File: src/rtl/pchk_pkg.sv
package pchk_pkg;

  // XOR of the masked bits of one slice group
  function automatic logic masked_parity(input logic [31:0] bits,
                                         input logic [31:0] en,
                                         input int unsigned n);
    logic acc;
    acc = 1'b0;
    for (int unsigned i = 0; i < 32; i++) begin
      if (i < n) acc = acc ^ (bits[i] & en[i]);
    end
    return acc;
  endfunction

endpackage

File: src/rtl/pchk_xor_tree.sv
module pchk_xor_tree #(
  parameter int NUM_SLICES     = 4,
  parameter int OUTS_PER_SLICE = 4,
  localparam int BUS_W         = NUM_SLICES * OUTS_PER_SLICE
) (
  input  logic [BUS_W-1:0] bus,
  input  logic [BUS_W-1:0] mask,
  output logic             parity
);
  import pchk_pkg::*;

  logic [NUM_SLICES-1:0] slice_par;

  // first level: one reduction per timer slice
  for (genvar s = 0; s < NUM_SLICES; s++) begin : g_slice
    logic [31:0] bits_ext;
    logic [31:0] en_ext;
    always_comb begin
      bits_ext = '0;
      en_ext   = '0;
      bits_ext[OUTS_PER_SLICE-1:0] = bus[s*OUTS_PER_SLICE +: OUTS_PER_SLICE];
      en_ext[OUTS_PER_SLICE-1:0]   = mask[s*OUTS_PER_SLICE +: OUTS_PER_SLICE];
      slice_par[s] = masked_parity(bits_ext, en_ext, OUTS_PER_SLICE);
    end
  end

  // second level: combine slice results
  assign parity = ^slice_par;

endmodule

File: config.mk
export PLATFORM = sky130hd
export DESIGN_NAME = pchk_xor_tree
export DESIGN_NICKNAME = d
export VERILOG_FILES = /design/src/rtl/pchk_pkg.sv /design/src/rtl/pchk_xor_tree.sv
export SDC_FILE = /design/constraint.sdc
export NUM_CORES = 1
export LEC_CHECK = 0
export BUFFER_PORTS_ARGS = -buffer_cell sky130_fd_sc_hd__buf_2
export CAP_MARGIN = 20
export CORE_AREA = 10 10 47 49
export DETAILED_ROUTE_END_ITERATION = 8
export DIE_AREA = 0 0 57 59
export REMOVE_ABC_BUFFERS = 1
export SYNTH_ARGS = -nofsm -noshare
export SYNTH_HDL_FRONTEND = slang
export SYNTH_SLANG_ARGS = --single-unit
File: constraint.sdc
create_clock -name vclk -period 2
set_input_delay 0.1 -clock vclk [all_inputs]
set_output_delay 0.1 -clock vclk [all_outputs]
set_load 0.1 [all_outputs]
==> metrics <==
Std-Cell Rows=14; wire per inst=9.49 um; endpoint class of the critical path=primary output; CP required=1.90 ns; peak supply drop=between 300 and 400 uV; wire length on met3=104 um; Final setup viols=0; initial antenna violation count=0; Initial Util=0.137; Area Overhead vs Synth=96.7%; worst-path maximum fanout=1; RSZ-0062 raised after global routing=no; commonest non-fill, non-tap cells in the layout=buf_2, nand2_1, xnor2_1, xor2_1; leak pwr=0.201 nW; worst path bufs/invs=2; Setup Buffers After CTS=0; final antenna-violating net count=0; commonest non-fill, non-tap cell in the layout=buf_2; Max Clk Rate=706 MHz; detailed placement HPWL=between 700 and 800 um; first-pass GRT wire length=about 1300 um; Hold Path Class=input port to primary output; tightest slew margin relative to the limit=0.678; delay-heaviest family, CP=XOR/XNOR gates; Unique masters post-synth=3; DR iter-0 viols=0; Worst setup SP type=input port; Slowest cell on crit path=buf_2; CLK BUF=0; Cell Chain, Critical Path=buf_2 -> nand2_1 -> xor2_1 -> xnor2_1 -> xnor2_1 -> xnor2_1 -> buf_2; drt total wl=759 um; sequential standard cell area=0 um2; Placed Area=377 um2; Synth area leaders=xnor2_1, nand2_1, xor2_1; routed length on met1=329 um; I/O pin cnt=33; first-pass detailed-route iteration total=1; synthesized area per cell=6.18 um2; outcome=finished clean; final hold vios=0; Crit. path cell count=7; Die Y=59 um; seq_cells=0; Final Max Tran Viols=0; largest net degree at the start of global routing=2; worst hold endpoint=parity; Most common cell on crit path=xnor2_1; Hold Path Depth=7; worst-margin pin slew=roughly 0.49 ns; CTS resizes=0; global route total overflow=0; Synth Cell Area=191 um2; uppermost routed layer=met3; via count=about 300; Crit Path Class=input port to primary output; warnings from Yosys=0; vias per inst=about 3.7; Worst Path Arrival=between 1 and 1.5 ns; fin crit period=1.42 ns; Max-Cap Viols=0; Remaining DRCs=0; fin crit share=0.709; GP Congestion=0.604; Core Area=roughly 1400 um2; vias in the first global route=329; cts hold-fix bufs=0; met2 routed WL=325 um; GRT Overall Usage=0.0410; n_diodes=0; top cell type's share of synthesized area=0.549; # nets final=98; hold slack=about 1.1 ns; Die W=57 um; post-synthesis sequential area ratio=0; Final Cell Area=377 um2; synthesized instance count=31; share of cells above drive strength 1=0.516; port bufs=33; die area=3360 um2; Cell Pwr Density=652 nW/um2; Crit path largest cell delay=0.44 ns; HP Start=mask[1]; largest area contributor in the netlist=xnor2_1
## cell usage after synthesis
cell type,count
nand2_1,16
xnor2_1,12
xor2_1,3
## where the power goes
group	total (mW)	switching, mW	leakage (nW)	internal (mW)
registers	0	0	0	0
clock network	0	0	0	0
logic	0.245	0.170	0.201	0.0751
## logic make-up (layout without fill, tap and decap cells)
group | count (synthesis) | after routing | share of synthesized area
xor+xnor | 15 | 15 | 0.686
simple gates | 16 | 16 | 0.314
buf+inv | 0 | 33 | 0
## layout make-up
cell class,count,area (um2)
Fill cell,170,1020
Tap cell,16,20.0
Timing Repair Buffer,33,165
Multi-Input combinational cell,31,191
## through the flow
step           total power [mW]  cells  setup TNS [ns]  setup slack [ns]  utilization
6_report                  0.245     80               0             0.583        0.269
5_1_grt                   0.261     80               0             0.483        0.269
3_3_place_gp              0.248     80               0             0.561        0.269
3_5_place_dp              0.249     80               0             0.557        0.269
2_1_floorplan             0.196     31          -0.260            -0.260            -
4_1_cts                   0.249     80               0             0.557        0.269
## how the worst max path moves through the flow
stage	from	endpoint	slack, ns
floorplan	bus[8]	parity	-0.26
global placement	bus[15]	parity	0.56
detailed placement	bus[15]	parity	0.56
CTS	bus[15]	parity	0.56
global route	bus[15]	parity	0.48
finish	bus[15]	parity	0.58
## routing by layer
| layer | track usage | up-vias |
|---|---|---|
| met1 | 0.0486 | 115 |
| met3 | 0.0150 | 0 |
| met4 | 0 | 0 |
| met2 | 0.0729 | 22 |
| met5 | 0 | - |
| li1 | - | 159 |
(Power assumes the default switching activity.)
